===== config.mk =====
export PLATFORM = sky130hd
export DESIGN_NAME = rtc_time_snapshot
export DESIGN_NICKNAME = d
export VERILOG_FILES = /design/src/rtl/rtc_snap_pkg.sv /design/src/rtl/rtc_change_gate.sv /design/src/rtl/rtc_snap_store.sv /design/src/rtl/rtc_byte_pick.sv /design/src/rtl/rtc_time_snapshot.sv
export SDC_FILE = /design/constraint.sdc
export NUM_CORES = 1
export LEC_CHECK = 0
export CORE_MARGIN = 2
export CORE_UTILIZATION = 40
export CTS_CLUSTER_DIAMETER = 120
export CTS_CLUSTER_SIZE = 16
export DETAILED_ROUTE_END_ITERATION = 8
export PLACE_DENSITY = 0.78
export RECOVER_POWER = 100
export SYNTH_ARGS = -nofsm -noshare
export SYNTH_HDL_FRONTEND = slang
export SYNTH_SLANG_ARGS = --single-unit

===== constraint.sdc =====
create_clock -name clk -period 1.55 [get_ports clk]
set_input_delay 0.31 -clock clk [delete_from_list [all_inputs] [get_ports clk]]
set_output_delay 0.31 -clock clk [all_outputs]
set_load 0.005 [all_outputs]

===== src/rtl/rtc_snap_pkg.sv =====
package rtc_snap_pkg;
  localparam int RTC_NUM_BYTES = 7;

  typedef enum logic [2:0] {
    IDX_SEC  = 3'd0,
    IDX_MIN  = 3'd1,
    IDX_HOUR = 3'd2,
    IDX_DOW  = 3'd3,
    IDX_DOM  = 3'd4,
    IDX_MON  = 3'd5,
    IDX_YEAR = 3'd6,
    IDX_RSVD = 3'd7
  } rtc_idx_e;

  // capture rule: bus quiet and time not moving
  function automatic logic capture_ok(input logic hw_busy, input logic wr_now,
                                      input logic wr_guard, input logic idle);
    return idle & ~hw_busy & ~wr_now & ~wr_guard;
  endfunction
endpackage


===== src/rtl/rtc_change_gate.sv =====
module rtc_change_gate #(
  parameter int SW_GUARD = 1
) (
  input  logic clk,
  input  logic rst_n,
  input  logic hw_update,
  input  logic sw_wr,
  input  logic bus_idle,
  output logic time_moving,
  output logic cap_en
);
  import rtc_snap_pkg::*;

  localparam int GW = (SW_GUARD < 1) ? 1 : $clog2(SW_GUARD + 1);
  localparam logic [GW-1:0] GUARD_LOAD = GW'(SW_GUARD);

  logic [GW-1:0] guard_cnt;
  logic          guard_active;

  always_ff @(posedge clk or negedge rst_n) begin
    if (!rst_n)                guard_cnt <= '0;
    else if (sw_wr)            guard_cnt <= GUARD_LOAD;
    else if (guard_cnt != '0)  guard_cnt <= guard_cnt - 1'b1;
  end

  assign guard_active = (guard_cnt != '0);
  assign time_moving  = hw_update | sw_wr | guard_active;
  assign cap_en       = capture_ok(hw_update, sw_wr, guard_active, bus_idle);


  sw_guard_chk: assert property (@(posedge clk) disable iff (!rst_n)
    sw_wr |=> !cap_en);
endmodule


===== src/rtl/rtc_snap_store.sv =====
module rtc_snap_store #(
  parameter int BYTE_W = 8,
  parameter int NB     = 7
) (
  input  logic              clk,
  input  logic              rst_n,
  input  logic              cap_en,
  input  logic [NB*BYTE_W-1:0] live,
  output logic [NB*BYTE_W-1:0] snap
);
  genvar g;
  generate
    for (g = 0; g < NB; g++) begin : g_byte
      always_ff @(posedge clk or negedge rst_n) begin
        if (!rst_n)      snap[g*BYTE_W +: BYTE_W] <= '0;
        else if (cap_en) snap[g*BYTE_W +: BYTE_W] <= live[g*BYTE_W +: BYTE_W];
      end
    end
  endgenerate


  capture_load_chk: assert property (@(posedge clk) disable iff (!rst_n)
    cap_en |=> snap == $past(live));

  hold_when_gated_chk: assert property (@(posedge clk) disable iff (!rst_n)
    !cap_en |=> $stable(snap));
endmodule


===== src/rtl/rtc_byte_pick.sv =====
module rtc_byte_pick #(
  parameter int BYTE_W = 8,
  parameter int NB     = 7,
  parameter int SEL_W  = 3
) (
  input  logic [NB*BYTE_W-1:0] snap,
  input  logic [SEL_W-1:0]     sel,
  output logic [BYTE_W-1:0]    byte_out
);
  always_comb begin
    byte_out = '0;
    for (int i = 0; i < NB; i++) begin
      if (sel == SEL_W'(i)) byte_out = snap[i*BYTE_W +: BYTE_W];
    end
  end
endmodule


===== src/rtl/rtc_time_snapshot.sv =====
module rtc_time_snapshot #(
  parameter int BYTE_W   = 8,
  parameter int SW_GUARD = 1,
  localparam int NB      = rtc_snap_pkg::RTC_NUM_BYTES,
  localparam int SEL_W   = $clog2(NB + 1),
  localparam int TW      = NB * BYTE_W
) (
  input  logic             clk,
  input  logic             rst_n,
  input  logic [TW-1:0]    live_time,
  input  logic             hw_update,
  input  logic             sw_wr,
  input  logic             bus_idle,
  input  logic [SEL_W-1:0] rd_sel,
  output logic [TW-1:0]    snap_time,
  output logic [BYTE_W-1:0] rd_byte
);
  logic time_moving;
  logic cap_en;

  rtc_change_gate #(.SW_GUARD(SW_GUARD)) u_gate (
    .clk(clk), .rst_n(rst_n), .hw_update(hw_update), .sw_wr(sw_wr),
    .bus_idle(bus_idle), .time_moving(time_moving), .cap_en(cap_en)
  );

  rtc_snap_store #(.BYTE_W(BYTE_W), .NB(NB)) u_store (
    .clk(clk), .rst_n(rst_n), .cap_en(cap_en), .live(live_time), .snap(snap_time)
  );

  rtc_byte_pick #(.BYTE_W(BYTE_W), .NB(NB), .SEL_W(SEL_W)) u_pick (
    .snap(snap_time), .sel(rd_sel), .byte_out(rd_byte)
  );


  hw_update_hold_chk: assert property (@(posedge clk) disable iff (!rst_n)
    hw_update |=> $stable(snap_time));

  bus_busy_hold_chk: assert property (@(posedge clk) disable iff (!rst_n)
    !bus_idle |=> $stable(snap_time));

  moving_blocks_chk: assert property (@(posedge clk) disable iff (!rst_n)
    time_moving |=> $stable(snap_time));

  reserved_zero_chk: assert property (@(posedge clk) disable iff (!rst_n)
    (rd_sel == SEL_W'(NB)) |-> (rd_byte == '0));
endmodule


# Word-level counts from Yosys, hierarchy flattened
# Cells that the tools add are included.
[classes]
n_addsub = 1
n_eq_ne = 6
muxes = 9
bitwise = 6
n_reduce_logical = 1
[ops]
columns = ["cell", "count"]
rows = [
  ["$mux W8", 7],
  ["$eq A3 B3 Y1 const B", 3],
  ["$eq A3 B2 Y1 const B", 2],
  ["$and A1 B1 Y1", 3],
  ["$eq A3 B1 Y1 const B", 1],
  ["$logic_not A3 Y1", 1],
  ["$not A1 Y1", 3],
  ["$mux W1", 2],
  ["$sub A1 B1 Y1 const B", 1],
]
[word_totals]
regBits = 57
in_bits = 64
out_inout_bits = 64
word_cells = 31

# Longest topological paths before layout
# Gate-level depths: netlist (run 1).
[logic_depth]
ltp_word = 8
depth_mapped = 6
mapped_depth_nobuf = 4

# Modules after synthesis
# A second synthesis (run 1) with hierarchy kept.
[unflattened]
hier_cells = 200
hier_area_um2 = 2947.8
[modules_own_cells]
columns = ["mod", "instances", "cells_each", "area_each_um2", "seq_area_each_um2"]
rows = [
  ["rtc_snap_store", 1, 118, 2243.4, 1401.3],
  ["rtc_byte_pick", 1, 79, 664.4, 0.0],
  ["rtc_change_gate", 1, 3, 40.0, 25.0],
]

# Least setup slack after synthesis (run 1)
# Ideal clock, no wire load.
[synth_path]
kind = "in2out"
startpoint = "in rd_sel[0]"
endpoint = "out rd_byte[0]"
t_arrival_ns = 1.104
required_ns = 1.240
slack_ns = 0.136
cell_stages = 5
n_path_buf = 3
cell_sequence = "buf_4 > buf_4 > buf_2 > o32ai_1 > a21oi_1"
[synth_via]
elab_chain_cells = 8
elab_cells_between_ends = 14
cone_classes = "6 x eq/ne; 7 x mux; 1 x reduce/logical"
[synth_lines]
columns = ["element", "line", "source"]
rows = [
  ["start: declaration", "rtc_time_snapshot.sv:14", "input logic [SEL_W-1:0] rd_sel,"],
  ["$logic_not A3 Y1", "rtc_byte_pick.sv:13", "if (sel == SEL_W'(i)) byte_out = snap[i*BYTE_W +: BYTE_W];"],
  ["$mux W8 (6 in a row)", "rtc_byte_pick.sv:13", ""],
  ["$mux W8 *", "rtc_byte_pick.sv:13", ""],
  ["end: declaration", "rtc_time_snapshot.sv:16", "output logic [BYTE_W-1:0] rd_byte"],
]
# Every way passes the cells marked *; elsewhere a longest branch is shown, timed or not.

# Worst setup path in the final report (run 1)
[layout_path]
startpoint = "reg u_store.snap[36]"
endpoint = "out rd_byte[4]"
[layout_via]
elab_chain_cells = 3
[layout_lines]
columns = ["element", "line", "source"]
rows = [
  ["start: declaration", "rtc_snap_store.sv:9", "output logic [NB*BYTE_W-1:0] snap"],
  ["start signal: indexed assignment", "rtc_snap_store.sv:16", "else if (cap_en) snap[g*BYTE_W +: BYTE_W] <= live[g*BYTE_W +: BYTE_W];"],
  ["$mux W8 (3 in a row)", "rtc_byte_pick.sv:13", ""],
]
# Every way passes these cells.

==> results of run 1 <==
[through the flow]
step | setup WS [ps] | area (µm²) | hold slack [ps] | utilization
3_3_place_gp | -810 | 4520 | 336 | 0.673
4_1_cts | -116 | 4870 | 500 | 0.725
2_1_floorplan | 136 | 2760 | 14.4 | -
6_report | -119 | 5010 | 322 | 0.746
3_5_place_dp | -879 | 4520 | 338 | 0.673
5_1_grt | -206 | 5010 | 333 | 0.746
[placed cells by master, fill, tap and decap left out, types with 2 or more instances in the layout]
cell type,n
clkdlybuf4s50_1,58
dfrtp_1,57
dlygate4sd2_1,46
mux2_1,39
clkbuf_4,37
buf_4,32
clkbuf_8,13
buf_2,11
mux2_4,10
nand2_1,9
mux2i_1,8
o2bb2ai_1,8
nand2b_1,8
o21ai_0,8
mux2_2,7
clkdlybuf4s25_1,7
a22oi_1,6
buf_6,6
inv_1,5
o32ai_2,5
a21oi_1,5
o21ai_2,4
o21ai_1,4
a21oi_2,3
o32ai_4,3
clkbuf_1,3
clkbuf_16,3
clkdlybuf4s15_1,3
buf_12,3
clkbuf_2,3
a22oi_2,2
inv_2,2
clkinv_2,2
[Yosys cell counts]
cell type | number | area, µm²
a21oi_1 | 8 | 40.0
mux2_2 | 12 | 135
dfrtp_1 | 57 | 1430
buf_4 | 3 | 22.5
clkbuf_1 | 2 | 7.51
clkbuf_2 | 1 | 5.00
mux2i_1 | 8 | 80.1
o32ai_1 | 8 | 70.1
nand2_1 | 10 | 37.5
inv_1 | 8 | 30.0
buf_2 | 5 | 25.0
a22oi_1 | 8 | 60.1
o2bb2ai_1 | 8 | 70.1
mux2_1 | 44 | 495
nor2_4 | 1 | 11.3
buf_6 | 2 | 22.5
buf_8 | 4 | 60.1
nor2b_1 | 1 | 6.26
nor4b_2 | 1 | 15.0
o21ai_0 | 16 | 80.1
nand2b_1 | 9 | 56.3
[worst paths after layout]
check / slack [ps] / end / cells after the start
max reg2reg: -70 / u_store.snap[21] / 4
min: 320 / u_gate.guard_active / 1
min reg2reg: 530 / u_store.snap[24] / 1
max in group asynchronous: 320 / u_store.snap[5] / 3
max: -120 / rd_byte[4] / 4
min in group asynchronous: 700 / u_store.snap[35] / 3
[routing by layer]
layer,vias to the layer above,track usage,wire length (µm)
met2,86,0.376,4580
met4,0,0.0852,95
met3,9,0.0569,527
met5,-,0,0
li1,1206,-,-
met1,1266,0.267,3420
[sequential cells by signal, indices dropped and copies added, names as in the netlist]
register and cells:
u_store.snap 56, u_gate.guard_active 1
[where the power goes]
part           switching [µW]  total (µW)  internal (µW)
clock                     591        1340            751
combinational             700        1940           1240
sequential                228        2040           1810
[worst register-to-register path: cells and delay by family, from the launching register on]
family | cells | cell delay (ps)
buffers and inverters | 2 | 510
flip-flops | 1 | 390
multiplexers | 1 | 320
AND/OR/NAND/NOR | 1 | 280
[cells by family (layout without fill, tap and decap cells)]
logic type,after synthesis,count (layout)
buf+inv,25,238
flops,57,57
simple gates,22,22
mux,64,64
compound gates,48,48
[timing repair]
item / CTS / global route
gates cloned: 0 / 3
hold buffers: 1 / 0
pin swaps: 14 / 11
hold endpoints to repair: 39 / 0
buffers inserted: 15 / 1
endpoints found under the setup margin: 56 / 32
gates resized for setup: 125 / 35
[cell type report]
type | count | area share
clock buffer | 14 | 0.0365
clock inverter | 2 | 0.00200
multi-input combinational | 134 | 0.270
sequential | 57 | 0.285
timing repair buffer | 214 | 0.381
tap | 80 | 0.0200
inverter | 8 | 0.00649
==> impl_metrics.tcl, run 1 <==
set metrics [dict create \
    finalSetupTns_ps -2080 \
    maxCapViolCount 0 \
    path_delay_family "flip-flops" \
    synth_top_family_by_area "multiplexers" \
    nets 488 \
    startpoint "u_store.snap[36]" \
    setup_viol 52 \
    path_cells "mux2_4, o32ai_2, a21oi_2, buf_2" \
    area_growth_pct 81.8 \
    h-tree-depth 3 \
    worstSetupStartpointType "flop" \
    synthDistinctLibCells 21 \
    yosys.area_share.xor_xnor 0 \
    io_pins 128 \
    leakagePower_uw 0.00231 \
    powerDensity_nw_per_um2 1060 \
    slowest_stage "dfrtp_1" \
    timing.rr.start "u_gate.guard_active" \
    critPathMaxStageDelay_ps 400 \
    synth_fa_ha_area_frac 0 \
    wl_per_cell_um 16.9 \
    hp-start "sw_wr" \
    cts_buffers 9 \
    syn_inst 216 \
    die_width_um 87.0 \
    grt_pass1_vias 2668 \
    path_buf_inv 1 \
    core_area_um2 6720 \
    dpl.cell_count 473 \
    drtPass1Iterations 4 \
    regArea_um2 1430 \
    crit_fanout 2 \
    gp_congestion 0.827 \
    drv_slew 0 \
    yosys.area_share.simple 0.0458 \
    status "finished with violations" \
    synthesis.nets 280 \
    min_path_type "in2reg" \
    crit_required_ps 1240 \
    post-dp-hpwl_um 5850 \
    cts_tree "done" \
    endpoint_kind "primary output" \
    tightest_slew_ps 786 \
    finalCriticalPeriod_ps 1670 \
    overflow 0 \
    relSlewSlack 0.476 \
    violations "negative setup slack" \
    synthesis.area_um2 2760 \
    finalCritPeriodShare 1.08 \
    dieArea_um2 7570 \
    antenna_left 0 \
    antenna_found_initial 0 \
    ir_drop_uv 671 \
    fin_skew_ps 8.91 \
    viasPerCell 5.04 \
    core.rowCount 30 \
    track_usage 0.221 \
    synth.area.mux_share 0.258 \
    drive_above_1_share 0.354 \
    n_antenna_cell 0 \
    grt_pass1_wl_um 12700 \
    multi_input_area_um2 1350 \
    yosys_warnings 0 \
    timing.final.ws_setup_ps -119 \
    rsz0062_at_grt "true" \
    dr_total_vias 2567 \
    final.fill_count 479 \
    insertion_delay_ps 330 \
    stdcell_count 509 \
    clock.fmax_mhz 599 \
    grt_max_degree 58 \
    initial_utilization 0.410 \
    worstSetupPathType "reg2out" \
    io_buffers 127 \
    cts_sinks 57 \
    cp.arrival_ps 1360 \
    drtIter0Drc 91 \
    remaining_drc_errors 0 \
    ys_seq_area_frac 0.517 \
    routed_wl_um 8620 \
    hold_viol_final 0 \
    synth_compound_area_frac 0.116 \
    clk_pin_slew_ps 70 \
    synth-seq-cells 57 \
    clock_path_buffers 2 \
    finalPower_uw 5320 \
    syn_avg_cell_area_um2 12.8 \
    cts_root_buf "clkbuf_8" \
    die_h_um 87.0 \
]
(Power assumes the default switching activity.)
==> inputs of run 2 (changes only) <==
- SETUP_SLACK_MARGIN: unset -> 0.05
==> impl_metrics.tcl, run 2 (synthesized netlist as in run 1, its figures left out) <==
set metrics [dict create \
    status "finished with violations" \
    violations "negative setup slack" \
    most-common-layout-cells "57 x clkdlybuf4s50_1, 57 x dfrtp_1, 53 x mux2_4, 53 x dlygate4sd2_1, 40 x buf_4" \
    cts_sinks 57 \
    clk_pin_slew_ps 70 \
    overflow 0 \
    cts_tree "done" \
    grt_pass1_wl_um 13500 \
    die_width_um 87.0 \
    tightest_slew_ps 788 \
    path_delay_family "flip-flops" \
    ir_drop_uv 691 \
    io_buffers 127 \
    wl_per_cell_um 17.9 \
    n_antenna_cell 0 \
    crit_required_ps 1240 \
    path_cells "buf_4, o32ai_2, a21oi_2, buf_2" \
    io_pins 128 \
    path_buf_inv 2 \
    endpoint_kind "primary output" \
    hold_viol_final 0 \
    slowest_stage "dfrtp_1" \
    setup_viol 56 \
    viasPerCell 5.08 \
    drive_above_1_share 0.458 \
    clock.fmax_mhz 598 \
    area_growth_pct 88.7 \
    grt_max_degree 58 \
    antenna_left 0 \
    post-dp-hpwl_um 5850 \
    worstSetupStartpointType "flop" \
    worstSetupPathType "reg2out" \
    min_path_type "in2reg" \
    leakagePower_uw 0.00245 \
    die_h_um 87.0 \
    insertion_delay_ps 330 \
    clock_path_buffers 2 \
    core_area_um2 6720 \
    dieArea_um2 7570 \
    cts_root_buf "clkbuf_8" \
    critPathMaxStageDelay_ps 390 \
    largest_register_ffs 56 \
    core.rowCount 30 \
    fin_skew_ps 9.61 \
    final.fill_count 435 \
    track_usage 0.235 \
    rsz0062_at_grt "true" \
    nets 491 \
    antenna_found_initial 0 \
    postPlaceCellArea_um2 4520 \
    drtPass1Iterations 4 \
    initial_utilization 0.410 \
    drv_slew 0 \
    h-tree-depth 3 \
    cp.arrival_ps 1360 \
    regMostFlops "u_store.snap" \
    finalCritPeriodShare 1.08 \
    dr_total_vias 2603 \
    stdcell_area_um2 5200 \
    relSlewSlack 0.474 \
    routed_wl_um 9160 \
    maxCapViolCount 0 \
    timing.final.ws_setup_ps -124 \
    grt_pass1_vias 2718 \
    finalSetupTns_ps -3210 \
    dp_slack_ps -879 \
    cts_buffers 9 \
    drtIter0Drc 93 \
    powerDensity_nw_per_um2 1070 \
    remaining_drc_errors 0 \
    gp_congestion 0.827 \
    finalCriticalPeriod_ps 1670 \
    crit_fanout 2 \
]
[run 2: cell types whose count changed in the layout (fill, tap and decap cells not counted), moves of 7 or more]
cell,previous run,this run
dlygate4sd2_1,46,53
mux2_1,39,0
buf_4,32,40
clkbuf_4,37,29
clkdlybuf4s25_1,7,0
mux2_4,10,53
[run 2: worst paths after layout]
kind                                  endpoint           startpoint  cells after the start  slack, ps
max in group asynchronous      u_store.snap[7]                rst_n                      3        310
min in group asynchronous     u_store.snap[36]                rst_n                      3        710
hold reg to reg               u_store.snap[24]     u_store.snap[24]                      1        540
setup reg to reg               u_store.snap[4]  u_gate.guard_active                      4        -70
setup / recovery                    rd_byte[4]     u_store.snap[52]                      4       -120
hold / removal             u_gate.guard_active                sw_wr                      1        290
[run 2: layout make-up]
| cell class | instances | area [µm²] | share of cell area |
|---|---|---|---|
| Inverter | 8 | 30.0 | 0.00577 |
| Clock inverter | 2 | 10.0 | 0.00192 |
| Clock buffer | 14 | 183 | 0.0351 |
| Tap cell | 80 | 100 | 0.0192 |
| Multi-Input combinational cell | 134 | 1540 | 0.297 |
| Sequential cell | 57 | 1430 | 0.274 |
| Timing Repair Buffer | 217 | 1910 | 0.367 |
[run 2: what timing repair did]
action	4_1_cts	5_1_grt
setup endpoints to repair	100	59
gates cloned	3	0
gates resized for setup	151	72
buffers inserted	15	6
hold buffers	1	0
pin swaps	15	10
endpoints found under the hold margin	39	0
[run 2: power breakdown]
group          total [µW]  internal, µW  switching (µW)
clock network        1350           751             600
registers            2050          1810             238
logic                2170          1410             753
total                5570          3980            1590
[run 2: worst register-to-register path, stage by stage (launching register included)]
cell      delay (ps)
dfrtp_1          400
nor4b_4          290
clkbuf_2         330
buf_12           180
mux2_4           300
[run 2: metrics by stage]
step / instances / hold WS (ps) / util / total power, µW
6_report: 512 / 291 / 0.774 / 5570
5_1_grt: 512 / 302 / 0.774 / 5850
4_1_cts: 508 / 284 / 0.742 / 5310
3_5_place_dp: 473 / 338 / 0.673 / 3990
3_3_place_gp: 473 / 336 / 0.673 / 3960
2_1_floorplan: 216 / 14.4 / - / 2550
[run 2: layer usage]
layer / track usage / wire length, µm
met1: 0.281 / 3680
met2: 0.403 / 4890
met3: 0.0588 / 467
met4: 0.0938 / 124
met5: 0 / 0
==> inputs of run 3 (changes only) <==
- clock period: 1.55 -> 2.1 ns (I/O delays scaled with it)
==> impl_metrics.tcl, run 3 (synthesized netlist as in run 1, its figures left out) <==
set metrics [dict create \
    gp_congestion 0.782 \
    min_path_type "reg2reg" \
    routed_wl_um 7390 \
    remaining_drc_errors 0 \
    fin_skew_ps 5.14 \
    core_area_um2 6720 \
    drv_slew 0 \
    slowest_stage "dlygate4sd2_1" \
    crit_fanout 4 \
    min_to "u_store.snap[41]" \
    cp.arrival_ps 1560 \
    track_usage 0.199 \
    setup_viol 0 \
    most-common-layout-cells "58 x dlygate4sd3_1, 58 x clkdlybuf4s50_1, 57 x dfrtp_1, 44 x mux2_1, 16 x o21ai_0" \
    overflow 0 \
    wl_per_cell_um 16.6 \
    relSlewSlack 0.327 \
    path_cells "dlygate4sd2_1, buf_4, nand2_1, nor2_4, buf_6, a22oi_1, a21oi_1, clkbuf_2" \
    drive_above_1_share 0.162 \
    io_pins 128 \
    powerDensity_nw_per_um2 792 \
    antenna_left 0 \
    area_growth_pct 58.4 \
    initial_utilization 0.410 \
    ir_drop_uv 437 \
    cts_root_buf "clkbuf_8" \
    grt_pass1_wl_um 11500 \
    clock.fmax_mhz 506 \
    endpoint_kind "primary output" \
    viasPerCell 5.10 \
    leakagePower_uw 0.00187 \
    stdcell_count 444 \
    io_buffers 127 \
    finalSetupTns_ps 0 \
    die_width_um 87.0 \
    dieArea_um2 7570 \
    regMostFlops "u_store.snap" \
    drtPass1Iterations 4 \
    cts_sinks 57 \
    antenna_found_initial 0 \
    clock_path_buffers 2 \
    tightest_slew_ps 1010 \
    dr_total_vias 2266 \
    hp-start "u_store.snap[41]" \
    final.fill_count 520 \
    rsz0062_at_grt "true" \
    clk_pin_slew_ps 60 \
    cts_buffers 9 \
    finalCriticalPeriod_ps 1980 \
    post-dp-hpwl_um 5460 \
    regArea_um2 1430 \
    dpl.cell_count 423 \
    holdPathStages 1 \
    insertion_delay_ps 330 \
    die_h_um 87.0 \
    largest_register_ffs 56 \
    path_delay_family "buffers and inverters" \
    core.rowCount 30 \
    timing.rr.start "u_gate.guard_active" \
    cts_tree "done" \
    multi_input_area_um2 1180 \
    grt_max_degree 37 \
    h-tree-depth 3 \
    ff2ff_path_depth 3 \
    maxCapViolCount 0 \
    finalCritPeriodShare 0.941 \
    n_antenna_cell 0 \
    grt_pass1_vias 2353 \
    reg2reg_to "u_store.snap[51]" \
    worstSetupStartpointType "input pin" \
    hold_viol_final 0 \
    r2r_setup_slack_ps 480 \
    drtIter0Drc 67 \
    critPathMaxStageDelay_ps 220 \
    worstSetupPathType "in2out" \
    path_buf_inv 4 \
    status "complete, no violations" \
    nets 423 \
    crit_required_ps 1680 \
]
-- run 3: cell count changes in the layout (fill, tap and decap cells not counted), sizes merged --
| cell | change |
|---|---|
| dlygate4sd3 | +57 |
| clkinv | +1 |
| clkbuf | -27 |
| dlygate4sd2 | -51 |
| clkdlybuf4s50 | +1 |
| buf | -49 |
-- run 3: worst reg2reg max path: cells and delay by family (launching register included) --
family,cells,cell delay [ps]
AND/OR/NAND/NOR,1,490
buffers and inverters,1,270
multiplexers,1,370
flip-flops,1,370
-- run 3: cell type report --
cell class / instances / area share
Clock buffer: 13 / 0.0364
Clock inverter: 3 / 0.00344
Inverter: 8 / 0.00688
Multi-Input combinational cell: 134 / 0.271
Sequential cell: 57 / 0.327
Tap cell: 80 / 0.0229
Timing Repair Buffer: 149 / 0.332
-- run 3: routing by layer --
metal  vias to the layer above  global-route usage  wire length (µm)
met1                      1103               0.240              3150
li1                       1075                   -                 -
met4                         0              0.0653               102
met3                        12              0.0749               520
met5                         -                   0                 0
met2                        76               0.327              3610
-- run 3: worst max-delay path by stage --
stage,cells past startpoint,end,startpoint
floorplan,5,rd_byte[0],rd_sel[0]
global placement,7,rd_byte[1],rd_sel[1]
detailed placement,7,rd_byte[1],rd_sel[1]
CTS,7,rd_byte[7],rd_sel[1]
global route,6,rd_byte[4],rd_sel[1]
finish,8,rd_byte[1],rd_sel[1]
-- run 3: power breakdown --
part	internal, µW	leakage (µW)	switching, µW
clock	487	0.0000932	419
sequential	1340	0.000684	179
combinational	668	0.00109	369
-- run 3: metrics by stage --
step | hold slack (ps) | worst slack (ps) | util | power (µW) | area, µm²
2_1_floorplan | 124 | 466 | - | 1880 | 2760
6_report | 506 | 123 | 0.650 | 3460 | 4370
4_1_cts | 517 | 70.7 | 0.647 | 3600 | 4350
3_5_place_dp | 364 | -494 | 0.618 | 2690 | 4150
3_3_place_gp | 366 | -501 | 0.618 | 2660 | 4150
5_1_grt | 532 | 30.6 | 0.650 | 3670 | 4370
-- run 3: repair_timing --
action                                  4_1_cts  5_1_grt
pin swaps                                     5        1
resized for setup                            36        4
endpoints found under the hold margin         9        0
gates cloned                                  0        1
hold buffers                                  1        0
buffers inserted                              3        0
endpoints found under the setup margin        8        3
